## config.mk

```make
export PLATFORM = sky130hd
export DESIGN_NAME = cmd_timing_guard
export DESIGN_NICKNAME = d
export VERILOG_FILES = /design/src/rtl/sdram_guard_pkg.sv /design/src/rtl/gap_timer.sv /design/src/rtl/bank_timers.sv /design/src/rtl/refresh_tracker.sv /design/src/rtl/cmd_timing_guard.sv
export SDC_FILE = /design/constraint.sdc
export NUM_CORES = 1
export LEC_CHECK = 0
export ABC_AREA = 1
export BUFFER_PORTS_ARGS = -buffer_cell sky130_fd_sc_hd__buf_2
export CAP_MARGIN = 25
export CORE_MARGIN = 4
export CORE_UTILIZATION = 30
export CTS_BUF_LIST = sky130_fd_sc_hd__clkbuf_8
export DETAILED_ROUTE_END_ITERATION = 8
export HOLD_SLACK_MARGIN = 0.1
export PLACE_DENSITY = 0.57
export SYNTH_ARGS = -nofsm -noshare
export SYNTH_HDL_FRONTEND = slang
export SYNTH_SLANG_ARGS = --single-unit
```

## constraint.sdc

```tcl
create_clock -name clk -period 2.5 [get_ports clk]
set_input_delay 0.125 -clock clk [delete_from_list [all_inputs] [get_ports clk]]
set_output_delay 0.125 -clock clk [all_outputs]
set_load 0.02 [all_outputs]
```

## src/rtl/sdram_guard_pkg.sv

```systemverilog
package sdram_guard_pkg;

  typedef enum logic [2:0] {
    CMD_NOP = 3'd0,
    CMD_ACT = 3'd1,
    CMD_RD  = 3'd2,
    CMD_WR  = 3'd3,
    CMD_PRE = 3'd4,
    CMD_REF = 3'd5,
    CMD_SRE = 3'd6,
    CMD_SRX = 3'd7
  } cmd_e;

  // picoseconds to whole clock cycles, rounded up
  function automatic int unsigned ps_to_cyc(input int unsigned t_ps, input int unsigned clk_ps);
    return (t_ps + clk_ps - 1) / clk_ps;
  endfunction

  // bits needed to hold values 0..v
  function automatic int unsigned width_for(input int unsigned v);
    return (v < 2) ? 1 : $clog2(v + 1);
  endfunction

endpackage

```

## src/rtl/gap_timer.sv

```systemverilog
module gap_timer #(
  parameter int unsigned W = 4
) (
  input  logic         clk,
  input  logic         rst_n,
  input  logic         load,
  input  logic [W-1:0] load_val,
  output logic         idle
);
  logic [W-1:0] cnt_q;

  always_ff @(posedge clk) begin
    if (!rst_n)          cnt_q <= '0;
    else if (load)       cnt_q <= load_val;
    else if (cnt_q != 0) cnt_q <= cnt_q - 1'b1;
  end

  assign idle = (cnt_q == '0);
endmodule

```

## src/rtl/bank_timers.sv

```systemverilog
module bank_timers #(
  parameter int unsigned NUM_BANKS = 4,
  parameter int unsigned BANK_W    = 2,
  parameter int unsigned RP_LOAD   = 4,
  parameter int unsigned WR_LOAD   = 6
) (
  input  logic                 clk,
  input  logic                 rst_n,
  input  logic                 pre_fire,
  input  logic                 wr_fire,
  input  logic [BANK_W-1:0]    bank,
  output logic [NUM_BANKS-1:0] rp_idle,
  output logic [NUM_BANKS-1:0] wr_idle
);
  import sdram_guard_pkg::*;

  localparam int unsigned RP_W = width_for(RP_LOAD);
  localparam int unsigned WR_W = width_for(WR_LOAD);
  localparam logic [RP_W-1:0] RP_VAL = RP_W'(RP_LOAD);
  localparam logic [WR_W-1:0] WR_VAL = WR_W'(WR_LOAD);

  for (genvar b = 0; b < NUM_BANKS; b++) begin : g_bank
    logic hit;
    assign hit = (bank == BANK_W'(b));

    gap_timer #(.W(RP_W)) u_rp (
      .clk(clk), .rst_n(rst_n), .load(pre_fire && hit),
      .load_val(RP_VAL), .idle(rp_idle[b])
    );

    gap_timer #(.W(WR_W)) u_wr (
      .clk(clk), .rst_n(rst_n), .load(wr_fire && hit),
      .load_val(WR_VAL), .idle(wr_idle[b])
    );
  end
endmodule

```

## src/rtl/refresh_tracker.sv

```systemverilog
module refresh_tracker #(
  parameter int unsigned MAX_POSTED = 8,
  parameter int unsigned CNT_W      = 4
) (
  input  logic             clk,
  input  logic             rst_n,
  input  logic             due,
  input  logic             ref_fire,
  output logic [CNT_W-1:0] cnt,
  output logic             ovf
);
  localparam logic [CNT_W-1:0] CAP = CNT_W'(MAX_POSTED);

  always_ff @(posedge clk) begin
    if (!rst_n) begin
      cnt <= '0;
    end else if (due && !ref_fire) begin
      if (cnt != CAP) cnt <= cnt + 1'b1;
    end else if (ref_fire && !due) begin
      if (cnt != '0) cnt <= cnt - 1'b1;
    end
  end

  assign ovf = due && !ref_fire && (cnt == CAP);
endmodule

```

## src/rtl/cmd_timing_guard.sv

```systemverilog
module cmd_timing_guard
  import sdram_guard_pkg::*;
#(
  parameter int unsigned NUM_BANKS  = 4,
  parameter int unsigned CLK_PS     = 4000,
  parameter int unsigned T_RFC_PS   = 75000,
  parameter int unsigned T_RP_PS    = 20000,
  parameter int unsigned T_RRD_PS   = 15000,
  parameter int unsigned T_WR_PS    = 15000,
  parameter int unsigned T_XSNR_PS  = 75000,
  parameter int unsigned T_WTR_CK   = 1,
  parameter int unsigned T_XSRD_CK  = 200,
  parameter int unsigned WR_DATA_CK = 3,
  parameter int unsigned MAX_POSTED = 8,
  parameter int unsigned BANK_W     = (NUM_BANKS > 1) ? $clog2(NUM_BANKS) : 1,
  parameter int unsigned CNT_W      = $clog2(MAX_POSTED + 1)
) (
  input  logic              clk,
  input  logic              rst_n,
  input  logic              cmd_valid,
  input  logic [2:0]        cmd_type,
  input  logic [BANK_W-1:0] cmd_bank,
  output logic              cmd_ready,
  input  logic              refresh_due,
  output logic [CNT_W-1:0]  posted_cnt,
  output logic              posted_ovf
);
  // spacings in cycles; timers load (spacing - 1) on the issuing edge
  localparam int unsigned RFC_CYC  = ps_to_cyc(T_RFC_PS, CLK_PS);
  localparam int unsigned RP_CYC   = ps_to_cyc(T_RP_PS, CLK_PS);
  localparam int unsigned RRD_CYC  = ps_to_cyc(T_RRD_PS, CLK_PS);
  localparam int unsigned WR_CYC   = ps_to_cyc(T_WR_PS, CLK_PS);
  localparam int unsigned XSNR_CYC = ps_to_cyc(T_XSNR_PS, CLK_PS);

  localparam int unsigned RFC_LD  = RFC_CYC - 1;
  localparam int unsigned RRD_LD  = RRD_CYC - 1;
  localparam int unsigned WTR_LD  = WR_DATA_CK + T_WTR_CK - 1;
  localparam int unsigned XSNR_LD = XSNR_CYC - 1;
  localparam int unsigned XSRD_LD = T_XSRD_CK - 1;

  localparam int unsigned RFC_W  = width_for(RFC_LD);
  localparam int unsigned RRD_W  = width_for(RRD_LD);
  localparam int unsigned WTR_W  = width_for(WTR_LD);
  localparam int unsigned XSNR_W = width_for(XSNR_LD);
  localparam int unsigned XSRD_W = width_for(XSRD_LD);

  cmd_e ct;
  assign ct = cmd_e'(cmd_type);

  logic fire;
  assign fire = cmd_valid && cmd_ready;

  logic [NUM_BANKS-1:0] rp_idle, wr_idle;
  logic rfc_idle, rrd_idle, wtr_idle, xsnr_idle, xsrd_idle;
  logic in_sr_q;
  logic [BANK_W-1:0] last_act_q;

  bank_timers #(
    .NUM_BANKS(NUM_BANKS), .BANK_W(BANK_W),
    .RP_LOAD(RP_CYC - 1), .WR_LOAD(WR_DATA_CK + WR_CYC - 1)
  ) u_banks (
    .clk(clk), .rst_n(rst_n),
    .pre_fire(fire && ct == CMD_PRE),
    .wr_fire(fire && ct == CMD_WR),
    .bank(cmd_bank),
    .rp_idle(rp_idle), .wr_idle(wr_idle)
  );

  gap_timer #(.W(RFC_W)) u_rfc (
    .clk(clk), .rst_n(rst_n), .load(fire && ct == CMD_REF),
    .load_val(RFC_W'(RFC_LD)), .idle(rfc_idle)
  );

  gap_timer #(.W(RRD_W)) u_rrd (
    .clk(clk), .rst_n(rst_n), .load(fire && ct == CMD_ACT),
    .load_val(RRD_W'(RRD_LD)), .idle(rrd_idle)
  );

  gap_timer #(.W(WTR_W)) u_wtr (
    .clk(clk), .rst_n(rst_n), .load(fire && ct == CMD_WR),
    .load_val(WTR_W'(WTR_LD)), .idle(wtr_idle)
  );

  gap_timer #(.W(XSNR_W)) u_xsnr (
    .clk(clk), .rst_n(rst_n), .load(fire && ct == CMD_SRX),
    .load_val(XSNR_W'(XSNR_LD)), .idle(xsnr_idle)
  );

  gap_timer #(.W(XSRD_W)) u_xsrd (
    .clk(clk), .rst_n(rst_n), .load(fire && ct == CMD_SRX),
    .load_val(XSRD_W'(XSRD_LD)), .idle(xsrd_idle)
  );

  always_ff @(posedge clk) begin
    if (!rst_n) begin
      in_sr_q    <= 1'b0;
      last_act_q <= '0;
    end else if (fire) begin
      if (ct == CMD_SRE) in_sr_q <= 1'b1;
      if (ct == CMD_SRX) in_sr_q <= 1'b0;
      if (ct == CMD_ACT) last_act_q <= cmd_bank;
    end
  end

  always_comb begin
    cmd_ready = 1'b0;
    if (in_sr_q) begin
      cmd_ready = (ct == CMD_SRX) || (ct == CMD_NOP);
    end else begin
      unique case (ct)
        CMD_NOP: cmd_ready = 1'b1;
        CMD_ACT: cmd_ready = xsnr_idle && rfc_idle && rp_idle[cmd_bank] &&
                             (rrd_idle || cmd_bank == last_act_q);
        CMD_RD:  cmd_ready = xsrd_idle && wtr_idle;
        CMD_WR:  cmd_ready = xsnr_idle;
        CMD_PRE: cmd_ready = xsnr_idle && wr_idle[cmd_bank];
        CMD_REF: cmd_ready = xsnr_idle && rfc_idle;
        CMD_SRE: cmd_ready = xsnr_idle && rfc_idle;
        CMD_SRX: cmd_ready = 1'b0;
        default: cmd_ready = 1'b0;
      endcase
    end
  end

  refresh_tracker #(.MAX_POSTED(MAX_POSTED), .CNT_W(CNT_W)) u_refdebt (
    .clk(clk), .rst_n(rst_n), .due(refresh_due),
    .ref_fire(fire && ct == CMD_REF),
    .cnt(posted_cnt), .ovf(posted_ovf)
  );
endmodule

```

==> results of run 1 <==
what timing repair did:
action / CTS / global route
resized for setup: 6 / 46
gates cloned: 0 / 0
pin swaps: 0 / 25
buffers inserted: 0 / 5
endpoints found under the setup margin: 1 / 2
registers in the layout (all words and copies together) (netlist names):
signal	flops
u_xsrd.cnt_q	8
last_act_q	2
u_rrd.cnt_q	2
u_xsnr.cnt_q	5
u_rfc.cnt_q	5
u_refdebt.cnt	4
u_banks.g_bank.u_rp.cnt_q	12
in_sr_q	1
u_wtr.cnt_q	2
u_banks.g_bank.u_wr.cnt_q	12
cell usage after synthesis:
library cell and number:
a211oi_1 1, a211oi_2 3, a21boi_4 1, a21oi_1 48
a31oi_1 4, buf_2 1, buf_4 1, buf_6 1
clkbuf_1 3, dfxtp_1 53, fa_1 1, ha_1 30
inv_1 66, inv_2 2, nand2_1 82, nand2_2 4
nand2_4 1, nand3_1 14, nand3_2 4, nand3b_1 1
nand4_1 2, nand4_4 1, nor2_1 34, nor2_2 6
nor2_4 2, nor3_1 11, o21ai_0 16, o21ai_1 1
o31ai_1 1, or2_2 4, or3_1 1, xnor2_1 5
xor2_1 9
power groups by stage:
stage | clock network [mW] | registers (mW) | logic, mW
after floorplan | 0 | 1.32 | 1.62
after global placement | 0 | 1.33 | 2.09
after detailed placement | 0 | 1.35 | 2.15
after CTS | 0.540 | 1.33 | 2.17
after global routing | 0.579 | 1.40 | 2.74
final | 0.520 | 1.36 | 2.39
metrics by stage:
step	instance area, um^2	std cells
after floorplan	3100	414
after global placement	3440	574
after detailed placement	3440	574
after CTS	3550	582
after global routing	3750	587
final	3750	587
worst max path at each step:
stage | startpoint | end | slack, ns
after floorplan | u_banks.g_bank[2].u_rp.cnt_q[0]$_SDFFE_PP0P_ | u_refdebt.cnt[3]$_SDFFE_PN0P_ | 0.007
after global placement | u_banks.g_bank[2].u_rp.cnt_q[0]$_SDFFE_PP0P_ | u_refdebt.cnt[3]$_SDFFE_PN0P_ | 0.03
after detailed placement | u_banks.g_bank[1].u_rp.cnt_q[0]$_SDFFE_PP0P_ | u_refdebt.cnt[3]$_SDFFE_PN0P_ | -0.02
after CTS | u_banks.g_bank[0].u_rp.cnt_q[0]$_SDFFE_PP0P_ | u_refdebt.cnt[3]$_SDFFE_PN0P_ | 0.002
after global routing | u_banks.g_bank[0].u_wr.cnt_q[1]$_SDFFE_PN0P_ | u_refdebt.cnt[3]$_SDFFE_PN0P_ | -0.14
final | u_banks.g_bank[2].u_rp.cnt_q[0]$_SDFFE_PP0P_ | u_refdebt.cnt[3]$_SDFFE_PN0P_ | 0.05
layer usage:
layer	GRT usage, %	routed length (um)	up-vias
li1	-	-	1395
met1	14.2	3020	1197
met2	18.4	2890	24
met3	2.49	145	4
met4	3.70	59	0
met5	0	0	-
kinds of logic after synthesis:
logic type | after synthesis | share of synthesized area (%)
buffers and inverters | 74 | 9.48
AND/OR/NAND/NOR | 167 | 25.1
adder cells (fa/ha/maj) | 31 | 12.9
XOR/XNOR | 14 | 4.01
flip-flops | 53 | 34.7
AO/OA/AOI/OAI | 75 | 13.8
critical path: stages, from the launching register on:
cell     delay, ns
dfxtp_2       0.35
inv_1         0.04
ha_1          0.21
ha_2          0.19
nor3_2        0.14
nor2_1        0.07
nand3_1       0.09
nand3_2       0.09
nand2_4       0.09
nand2_4       0.05
nand3_4       0.08
nand2_4       0.07
ha_4          0.26
nand2_2       0.06
nand2_2       0.06
a31oi_4       0.14
inv_1         0.05
nand3_1       0.06
nand2_1       0.07
nand3_1       0.07
nand2_1       0.05
nor2_1        0.09
area by class of cell:
type                    instances  area share [%]
well taps                     133            4.44
flip-flops and latches         53            28.8
inverters                      68            6.88
clock inverters                 3           0.701
multi-input cells             287            50.7
clock buffers                   5            1.84
repair buffers                 38            6.68
==> metrics list, run 1 <==
- Outcome: finished clean
- Combinational cells account for 56.0% of the total power.
* Number of nets in the finished design: around 490
- Synthesized Nets: ~450
* Synth top area cells: dfxtp_1 35%, ha_1 12%, nand2_1 10%, inv_1 8.1%, a21oi_1 7.8%
* Reg area: 0.00108 mm^2
- Clock tree from TritonCTS: built
* X dimension of the die: 109 um
* Global routing usage summed across all routing layers: 11.1%
- First DRT Iteration DRCs: 90
* Kind of start point of the critical path: register
- Number of rows in the core area: 36
* Total grt overflow: 0
* Hold_buf cts: 0
- First-pass GRT wire length: 10,700 um
- Cell variety after synth: 33
- Max Root-Sink Buffers: 2
- Measured along the y axis, the die boundary spans about 110 um.
- Pre-CTS setup slack: -0.0195 ns
- Kind of end point of the critical path: register
- The worst path in the final design needs a cycle of 2.45 ns, including I/O delays and setup.
- Hold WC Path Type: input port to register
- Share of Yosys cell area claimed by the top area cell type: between 30% and 40%
- Fraction of power spent switching nets: around two fifths
- For this run, design rule violations remaining after detail routing come to 0.
- During synthesis, Yosys emitted a total of 0 warnings.
- During placement, the flow inserted port buffers numbering 14.
- Top cell type by total area after synthesis: dfxtp_1
- The routed design has slightly above 6000 um of wire.
* Number of slew-limit violations in the final report: 0
- Unrepaired setup endpoints after global routing: true
- Area occupied by multi-input gates: 0.00190 mm^2
- Data arrives at the worst endpoint at between 2 and 3 ns.
- Setup slack closes at ~0.053 ns.
- Endpoint of the worst hold-timing path: in_sr_q$_SDFFE_PN0P_
- The worst register-to-register path begins at u_banks.g_bank[2].u_rp.cnt_q[0]$_SDFFE_PP0P_.
- Cell count after synthesis: 414
* Power consumption: about 4.3 mW
- Final weighted congestion of routability-driven global placement: around 0.8
* Clock transition at the registers of the reported paths: about 0.11 ns
* Source of the worst hold timing path: cmd_type[1]
* TritonCTS Sinks: 53
* Part of the total power dissipated in the clock network: around an eighth
* Average routed wire per standard cell: 10.4 um
- Across all register-to-register paths, the minimum setup slack is around 0.053 ns.
- Count of cells along the worst hold path: 3
* Placeable core region: 0.00986 mm^2
* Worst hold margin: roughly 0.13 ns
- After legalization and detailed placement, the total HPWL measured 4710 um.
- Proportion of layout cells with a drive suffix above 1: 26.4%
* Worst EP required: roughly 2.8 ns
* Post-detailed-route count of antenna-violating nets: 0
- Number of H-tree branching levels: 2
- Leakage power summed over all cells: approximately 1.7 nW
* Worst clock skew: about 0.011 ns
- Number of antenna violations at the first check in global routing: 0
- Power per cell area: between 1000 and 1500 mW/mm^2
* Max-slew headroom at the worst pin: between 60 and 70%
* Transition time at the pin with the least slew margin: around 0.56 ns
* Insertion delay to the later sink of the worst-skew pair: 0.31 ns
- Reg2Reg Capture Point: u_refdebt.cnt[3]$_SDFFE_PN0P_
- Setup TNS: 0 ns
* Pin count of the biggest net entering global routing: 20
* Most common library cell in the layout ignoring fill and taps: nand2_1
- Initial standard-cell utilization of the core: between 30% and 40%
- Via count of the routed design: between 2,000 and 3,000
- Number of endpoints with negative hold slack in the final report: 0
- Count of inserted antenna diode cells: 0
* Mapped Area: roughly 0.003 mm^2
- Sequential area share after synthesis: around a third
* Crit Path Category: register to register
- Measured on the finished design, the core utilization comes to between 30% and 40%.
* DIE AREA: around 0.012 mm^2
* Top library cells by usage in the layout, fill and taps aside: 78 x nand2_1, 59 x inv_1, 47 x a21oi_1
- The share of total power dissipated in sequential elements is between 30% and 40%.
* Top achievable clock speed: a little over 0.4 GHz
- Worst VDD drop: 0.463 mV
- Area added between synthesis and finish: 22.4%
- Using the TritonRoute via totals, the vias-per-cell ratio works out to about 4.5.
- After synthesis the netlist holds a flip-flop and latch count of 53.
- Post-synthesis average cell area: 7.39 um^2
* Post-route clock period utilization: a little over nine tenths
- Critical-path maximum fanout: 4
* Fill cell count: 1,010
- The number of global-route vias before repair came to roughly 2,400.
* # Max-Cap Violations: 0
- CTS Root Cell: clkbuf_8
* Switch Pwr: roughly 1.8 mW
- Detailed-router iteration count before antenna repair: 4
* Number of placed I/O pins: 15
- Int Pwr: approximately 2.5 mW
- Cells on worst reg2reg path: 21
* Total clock buffers created by CTS: 5
- Setup violations remaining at the end of the flow were counted as 0.
Power figures use the tool's default switching activity.
==> run 2: changes to the inputs <==
--- a/config.mk
+++ b/config.mk
@@ -5,7 +5,7 @@
 export SDC_FILE = /design/constraint.sdc
 export NUM_CORES = 1
 export LEC_CHECK = 0
-export ABC_AREA = 1
+export ABC_AREA = 0
 export BUFFER_PORTS_ARGS = -buffer_cell sky130_fd_sc_hd__buf_2
 export CAP_MARGIN = 25
 export CORE_MARGIN = 4
==> constraint.sdc (replaced) <==
create_clock -name clk -period 2 [get_ports clk]
set_input_delay 0.1 -clock clk [delete_from_list [all_inputs] [get_ports clk]]
set_output_delay 0.1 -clock clk [all_outputs]
set_load 0.02 [all_outputs]
==> run 2 against run 1 <==
Net effect:
- the flow now finishes with violations (setup timing)
- flip-flop and latch count did not move
- global-route usage rose by 1.5 points
- non-clock buffer count rose by 68
- routed wire length rose by 18%
- first-iteration DRC count rose by 41%
- combinational power rose by 47%
- final cell count rose by 1.5%
- sequential share of layout area fell by 4.9 points
- clock skew fell by 0.00081 ns
- synthesized area rose by 1.5%
- power rose by 34%
- largest power group unchanged
- highest routed layer unchanged
==> metrics list, run 2 <==
- The sum of routed wire length over all layers came to 7190 um (+18%).
- The count of input and output buffers is 14 (unchanged).
* Number of slew-limit violations in the final report: 0 (unchanged)
* Pin count of the biggest net entering global routing: 18 (-10%)
- Power consumption: 5.71 mW (+34%)
- Final weighted congestion of routability-driven global placement: 0.807 (+1.4%)
* Violated checks: setup timing
- Top achievable clock speed: 0.347 GHz (-15%)
* Critical-path maximum fanout: 4 (unchanged)
- #FFs+latches synth: 53 (unchanged)
- Number of placed I/O pins: 15 (unchanged)
* Outcome: finished with violations
- The combinational power share came to 61.6% (+5.6 points).
* Number of H-tree branching levels: 2 (unchanged)
- The minimum clock period after layout is 2.88 ns (+0.432 ns).
- Number of rows in the core area: 36 (unchanged)
- The post-synth net total is 406 (-11%).
- The actual slew at the worst max-slew pin came to 0.556 ns (-0.00550 ns).
- Pre-CTS setup slack: -0.910 ns (-0.890 ns)
- The final instance area is 0.00450 mm^2 (+20%).
- The setup TNS after final layout was -16.03 ns (-16.03 ns).
- Worst VDD drop: 0.555 mV (+20%)
- Yosys attributes the largest share of cell area to dfxtp_1 34%, ha_1 12%, nor2_1 5.1%, xnor2_1 4.5%, inv_1 4.5%.
* Count of inserted antenna diode cells: 0 (unchanged)
- The max capacitance violation total came to 0 (unchanged).
- CTS Root Cell: clkbuf_8
- Post-route clock period utilization: 144% (+46 points)
- The number of buffers created by CTS was 5 (unchanged).
* Top cell type by total area after synthesis: dfxtp_1
- Most used DFF post-synth: dfxtp_1
- The share of power burned in the clock network is 11.0% (-1.2 points).
- Max-slew headroom at the worst pin: 62.6% (+0.12 points)
* Largest registers: u_banks.g_bank.u_rp.cnt_q x12, u_banks.g_bank.u_wr.cnt_q x12, u_xsrd.cnt_q x8
- Clock tree from TritonCTS: built
- The number of vias per cell was 4.60 (+3.0%).
- Sequential area share after synthesis: 34.2% (-0.52 points)
- In the layout the commonest cells are 76 x buf_4, 41 x dfxtp_1, 40 x nor2_1.
- The proportion of register bits with asynchronous set or reset after synthesis was 0% (unchanged).
- The largest buffer count on any clock path was 2 (unchanged).
- The number of search-and-repair iterations in the first detailed-routing pass was 4 (unchanged).
- Area occupied by multi-input gates: 0.00219 mm^2 (+15%)
- DRC: 0 (unchanged)
* Reg area: 0.00108 mm^2 (-0.23%)
* Proportion of layout cells with a drive suffix above 1: 41.5% (+15 points)
* Clock transition at the registers of the reported paths: 0.10 ns (about the same)
* Worst clock skew: 0.00983 ns (-0.000810 ns)
- Mapped Area: 0.00311 mm^2 (+1.5%)
- Hold WC Path Type: input port to register
- Switch Pwr: 2.08 mW (+17%)
- The chip width came to 110 um (+0.70%).
- The number of flops mapped to enable cells by yosys is 0 (unchanged).
- The worst setup path is launched from a register.
- Post-DP Area: 0.00400 mm^2 (+16%)
- Placed cell count: 574 (unchanged)
- Number of endpoints with negative hold slack in the final report: 0 (unchanged)
- Area added between synthesis and finish: 44.7%
* Worst path setup slack after routing: -0.879 ns (-0.932 ns)
- Height of the die: 110 um (+0.70%)
- Worst EP required: 2.20 ns (-0.55 ns)
- Power per cell area: 1270 mW/mm^2 (+11%)
* First-pass GRT wire length: 12,100 um (+13%)
- The arrival time at the worst endpoint is 3.08 ns (+0.38 ns).
- Number of nets in the finished design: 503 (+2.0%)
- By count the netlist is led by 53 x dfxtp_1, 42 x nor2_1, 37 x inv_1.
* Via count of the routed design: 2,739 (+4.5%)
* Synth warnings: 0 (unchanged)
- The leakage power is 2.00 nW (+16%).
* Cell count after synthesis: 366 (-12%)
- Fraction of power spent switching nets: 36.4% (-5.2 points)
* Half-perimeter wire length after placement: 5410 um (+15%)
- The number of global-route vias before repair is 2,696 (+10%).
* Count of placed standard cells in the final layout, fillers left out: 596 (+1.5%)
- Fill cell count: 960 (-5.0%)
- Final Setup Violations: 42 (+42)
- The area share of the largest cell type after synthesis came to 34.2% (-0.52 points).
- Average routed wire per standard cell: 12.1 um (+16%)
- Global routing usage summed across all routing layers: 12.6% (+1.5 points)
* TritonCTS Sinks: 53 (unchanged)
- The leftover overflow at the end of global routing came to 0 (unchanged).
- Kind of end point of the critical path: register
- Most common cell in the netlist: dfxtp_1
- The library cell used most frequently in the layout, excluding fill and tap cells, is buf_4.
- Post-detailed-route count of antenna-violating nets: 0 (unchanged)
- Int Pwr: 3.63 mW (+46%)
- DIE AREA: 0.0120 mm^2 (+1.4%)
* Number of antenna violations at the first check in global routing: 0 (unchanged)
* Placeable core region: 0.00991 mm^2 (+0.46%)
- Unrepaired setup endpoints after global routing: true
- The starting density of the core was 31.4% (+0.33 points).
- Part of the total power dissipated in sequential elements: 27.4% (-4.5 points)
* Insertion delay to the later sink of the worst-skew pair: 0.31 ns (about the same)
- The violation count after the first detailed-route iteration came to 127 (+41%).
- The post-synthesis cell type count came to 52 (+58%).
- Post-synthesis average cell area: 8.49 um^2 (+15%)
- The worst setup path is of the register to register kind.
-- run 2: cell count changes after synthesis, sizes merged, moves of 6 or more --
cell / delta
a21oi: -25
clkbuf: +6
inv: -31
mux2i: +9
nand2: -64
nand3: -7
xnor2: +11
-- run 2: path summary, 6_finish.rpt --
check,start,depth (start not counted),to,slack (ns)
setup / recovery,u_rfc.cnt_q[0]$_SDFFE_PP0P_,12,u_refdebt.cnt[3]$_SDFFE_PN0P_,-0.88
setup reg to reg,u_rfc.cnt_q[0]$_SDFFE_PP0P_,12,u_refdebt.cnt[3]$_SDFFE_PN0P_,-0.88
hold reg to reg,u_banks.g_bank[2].u_rp.cnt_q[1]$_SDFFE_PP0P_,2,u_banks.g_bank[2].u_rp.cnt_q[1]$_SDFFE_PP0P_,0.50
hold / removal,rst_n,3,u_refdebt.cnt[1]$_SDFFE_PN0P_,0.16
-- run 2: cells by family (layout without fill, tap and decap cells) --
family	after synthesis	in the layout	share of synthesized area (%)
and+or+nand+nor	124	124	20.4
AOI/OAI and AO/OA	63	63	12.6
buffers and inverters	54	151	7.13
DFF	53	53	34.2
adders and majority gates	31	31	12.7
xor gates and xnor gates	28	28	7.89
muxes	13	13	5.07
-- run 2: layout make-up --
cell class / instances / area share (%)
multi-input cells: 259 / 48.7
flip-flops and latches: 53 / 23.9
inverters: 38 / 3.17
clock buffers: 6 / 1.84
clock inverters: 1 / 0.0835
repair buffers: 106 / 18.6
well taps: 133 / 3.70
-- run 2: critical path: stages, from the launching register on --
cell and delay (ns):
dfxtp_2 0.34, inv_2 0.07, ha_4 0.13, or4b_4 0.46, nand4b_4 0.18, or4_4 0.46, nand2_4 0.09, ha_1 0.21
a21o_1 0.17, a21o_1 0.18, or3_1 0.30, nand4_1 0.11, o31ai_2 0.07
-- run 2: power by group through the flow --
stage	sequential [mW]	combinational [mW]	clock, mW
4_1_cts	1.56	3.33	0.645
5_1_grt	1.60	3.93	0.692
2_1_floorplan	1.62	1.96	0
3_5_place_dp	1.57	3.04	0
3_3_place_gp	1.56	2.94	0
6_report	1.57	3.52	0.626
-- run 2: layer usage --
metal | part of all wire, % | global-route usage, % | up-vias | wire (um)
met3 | 2.3 | 2.29 | 8 | 165
met4 | 1.2 | 3.21 | 0 | 83
met5 | 0 | 0 | - | 0
met1 | 47 | 16.2 | 1277 | 3420
met2 | 49 | 21.7 | 18 | 3530
li1 | - | - | 1436 | -
-- run 2: what timing repair did --
item,in CTS,in global routing
setup endpoints to repair,42,42
hold buffers,0,0
gates resized for setup,43,27
setup buffers,6,10
pin swaps,12,5
cloned,0,0
-- run 2: metrics by stage --
stage                     utilization [%]  hold slack (ns)
after detailed placement             40.4            0.482
final                                45.4            0.161
after CTS                            43.4            0.148
after global routing                 45.4            0.171
after floorplan                         -            0.296
after global placement               40.4            0.470
==> run 3: changes to the inputs <==
--- a/config.mk
+++ b/config.mk
@@ -13,7 +13,7 @@
 export CTS_BUF_LIST = sky130_fd_sc_hd__clkbuf_8
 export DETAILED_ROUTE_END_ITERATION = 8
 export HOLD_SLACK_MARGIN = 0.1
-export PLACE_DENSITY = 0.57
+export PLACE_DENSITY = 0.56
 export SYNTH_ARGS = -nofsm -noshare
 export SYNTH_HDL_FRONTEND = slang
 export SYNTH_SLANG_ARGS = --single-unit
==> constraint.sdc (replaced) <==
create_clock -name clk -period 3.4 [get_ports clk]
set_input_delay 0.17 -clock clk [delete_from_list [all_inputs] [get_ports clk]]
set_output_delay 0.17 -clock clk [all_outputs]
set_load 0.02 [all_outputs]
==> run 3 against run 2 <==
Net effect:
- the flow now finishes without violations
- flip-flop and latch count unchanged
- largest cell class unchanged
- non-clock buffer count shrank 89
- sequential share of layout area grew 7.4 points
- core utilization fell by 11 points
- critical endpoint unchanged
- fmax decreased by 8.1%
==> metrics list, run 3 (synthesis gave the netlist of run 2 again) <==
- Max-slew headroom at the worst pin: 62.4% (-0.28 points)
- Pin count of the biggest net entering global routing: 28 (+10)
- The final hold violation count is 0 (unchanged).
- Leakage power summed over all cells: 1.48 nW (-26%)
* DRC: 0 (unchanged)
- The number of antenna violations at the first check in global routing is 0 (unchanged).
* Clock transition at the registers of the reported paths: 0.10 ns (about the same)
- The average wire per standard cell came to 11.9 um (-1.5%).
* Number of setup buffers added after CTS: 0 (-6)
- The depth of the CTS H-tree is 2 (unchanged).
- The worst setup path is of the register to register kind.
- Vias in the first global route: 2,327 (-14%)
- Proportion of layout cells with a drive suffix above 1: 10.1% (-31 points)
- Height of the die: 110 um (unchanged)
- Tmin final: 3.13 ns (+0.255 ns)
- Number of nets in the finished design: 414 (-18%)
* Post-detailed-route count of antenna-violating nets: 0 (unchanged)
- The share of power burned in the clock network was 15.0% (+4.0 points).
* Post-route clock period utilization: 92.2% (-52 points)
- The detailed-route via count came to 2,405 (-12%).
* # Max-Cap Violations: 0 (unchanged)
* Unrepaired setup endpoints after global routing: false
* Worst EP required: 3.60 ns (+1.40 ns)
* X dimension of the die: 110 um (unchanged)
- Top library cells by usage in the layout, fill and taps aside: 53 x dfxtp_1, 42 x nor2_1, 37 x inv_1
- Critical path data arrival time: 3.33 ns (+0.25 ns)
- The setup TNS after final layout is 0 ns (+16.03 ns).
- The power dissipated by switching net loads is 1.00 mW (-52%).
- The fmax is 0.319 GHz (-8.1%).
- The number of primary I/O pins came to 15 (unchanged).
- TritonCTS Sinks: 53 (unchanged)
* Largest registers: u_banks.g_bank.u_rp.cnt_q x12, u_banks.g_bank.u_wr.cnt_q x12, u_xsrd.cnt_q x8
- TritonCTS built the clock tree.
- Transition time at the pin with the least slew margin: 0.563 ns (+0.00699 ns)
* Kind of end point of the critical path: register
* Most common library cell in the layout ignoring fill and taps: dfxtp_1
- The combinational power share is 47.7% (-14 points).
* Final Setup Violations: 0 (-100%)
* Final weighted congestion of routability-driven global placement: 0.766 (-5.1%)
- The clock latency at the later pin of the worst-skew pair is 0.32 ns (about the same).
- Hold WC Path Type: input port to register
* Placeable core region: 0.00991 mm^2 (unchanged)
* Cells resized by post-CTS repair: 0 (-100%)
* Kind of start point of the critical path: register
* Int Pwr: 1.52 mW (-58%)
- Area added between synthesis and finish: 8.94%
- Number of input and output port buffers inserted: 14 (unchanged)
- Detailed-router iteration count before antenna repair: 4 (unchanged)
- Power per cell area: 745 mW/mm^2 (-41%)
- Wirelength, routed: 6040 um (-16%)
* Outcome: finished clean
* Total grt overflow: 0 (unchanged)
- The violation count after the first detailed-route iteration is 47 (-63%).
* CTS Root Cell: clkbuf_8
- Part of the total power dissipated in sequential elements: 37.3% (+9.9 points)
* DIE AREA: 0.0120 mm^2 (unchanged)
- Fraction of power spent switching nets: 39.8% (+3.4 points)
* Worst clock skew: 0.0124 ns (+0.00258 ns)
- First-pass GRT wire length: 10,500 um (-13%)
- Half-perimeter wire length after placement: 4430 um (-18%)
* Number of slew-limit violations in the final report: 0 (unchanged)
- The number of vias per cell was 4.73 (+3.0%).
* Max Root-Sink Buffers: 2 (unchanged)
* Critical-path maximum fanout: 6 (+2)
- The number of hold buffers added after CTS is 0 (unchanged).
- The number of buffers created by CTS is 5 (unchanged).
- The starting density of the core was 31.4% (unchanged).
- Number of rows in the core area: 36 (unchanged)
- Global routing usage summed across all routing layers: 10.9% (-1.6 points)
* Worst VDD drop: 0.255 mV (-54%)
- The total inserted antenna cells came to 0 (unchanged).
- The final standard cell utilization of the core is 34.2% (-11 points).
==> run 3: cell count changes in the layout (fill, tap and decap cells not counted), moves of 12 or more <==
| cell | change |
|---|---|
| buf_6 | -16 |
| dfxtp_2 | -12 |
| buf_4 | -73 |
| inv_2 | -12 |
| dfxtp_1 | +12 |
| ha_1 | +14 |
==> run 3: layer usage <==
metal | track usage [%] | up-vias | part of all wire [%]
li1 | - | 1261 | -
met1 | 13.4 | 1118 | 50
met2 | 18.9 | 19 | 46
met3 | 2.47 | 7 | 3.0
met4 | 3.47 | 0 | 1.2
met5 | 0 | - | 0
==> run 3: area by class of cell <==
class | instances | area, um^2
clock buffers | 5 | 68.8
clock inverters | 3 | 25.0
fillers | 1045 | 6530
inverters | 38 | 143
multi-input cells | 259 | 1830
flip-flops and latches | 53 | 1060
well taps | 133 | 166
repair buffers | 17 | 92.6
==> run 3: power by group through the flow <==
stage / logic (mW) / clock network [mW] / registers (mW)
finish: 1.20 / 0.378 / 0.941
global route: 1.39 / 0.416 / 0.964
CTS: 1.21 / 0.396 / 0.938
detailed placement: 1.20 / 0 / 0.953
global placement: 1.16 / 0 / 0.947
floorplan: 0.999 / 0 / 0.934
==> run 3: critical path, cell delays in order (launching register included) <==
cell	delay, ns
dfxtp_1	0.32
inv_1	0.10
ha_1	0.18
or4b_4	0.51
nand4b_4	0.19
or4_4	0.44
nand2_1	0.16
ha_1	0.25
a21o_1	0.17
a21o_1	0.20
or3_1	0.31
nand4_1	0.11
o31ai_2	0.08
==> run 3: worst paths after layout <==
path / from / end / cells past startpoint / slack [ns]
setup / recovery: u_rfc.cnt_q[0]$_SDFFE_PP0P_ / u_refdebt.cnt[3]$_SDFFE_PN0P_ / 12 / 0.27
hold / removal: cmd_valid / in_sr_q$_SDFFE_PN0P_ / 3 / 0.23
setup reg to reg: u_rfc.cnt_q[0]$_SDFFE_PP0P_ / u_refdebt.cnt[3]$_SDFFE_PN0P_ / 12 / 0.27
hold reg to reg: u_banks.g_bank[0].u_rp.cnt_q[1]$_SDFFE_PP0P_ / u_banks.g_bank[0].u_rp.cnt_q[1]$_SDFFE_PP0P_ / 2 / 0.50
==> run 3: per-stage QoR <==
| step | setup WS, ns | cells | hold WS, ns | total power, mW | cell area [um^2] |
|---|---|---|---|---|---|
| 3_5_place_dp | 0.202 | 500 | 0.488 | 2.15 | 3290 |
| 2_1_floorplan | 0.139 | 366 | 0.364 | 1.93 | 3110 |
| 6_report | 0.266 | 508 | 0.232 | 2.52 | 3380 |
| 4_1_cts | 0.173 | 508 | 0.229 | 2.55 | 3380 |
| 3_3_place_gp | 0.283 | 500 | 0.470 | 2.11 | 3290 |
| 5_1_grt | 0.0752 | 508 | 0.249 | 2.77 | 3380 |
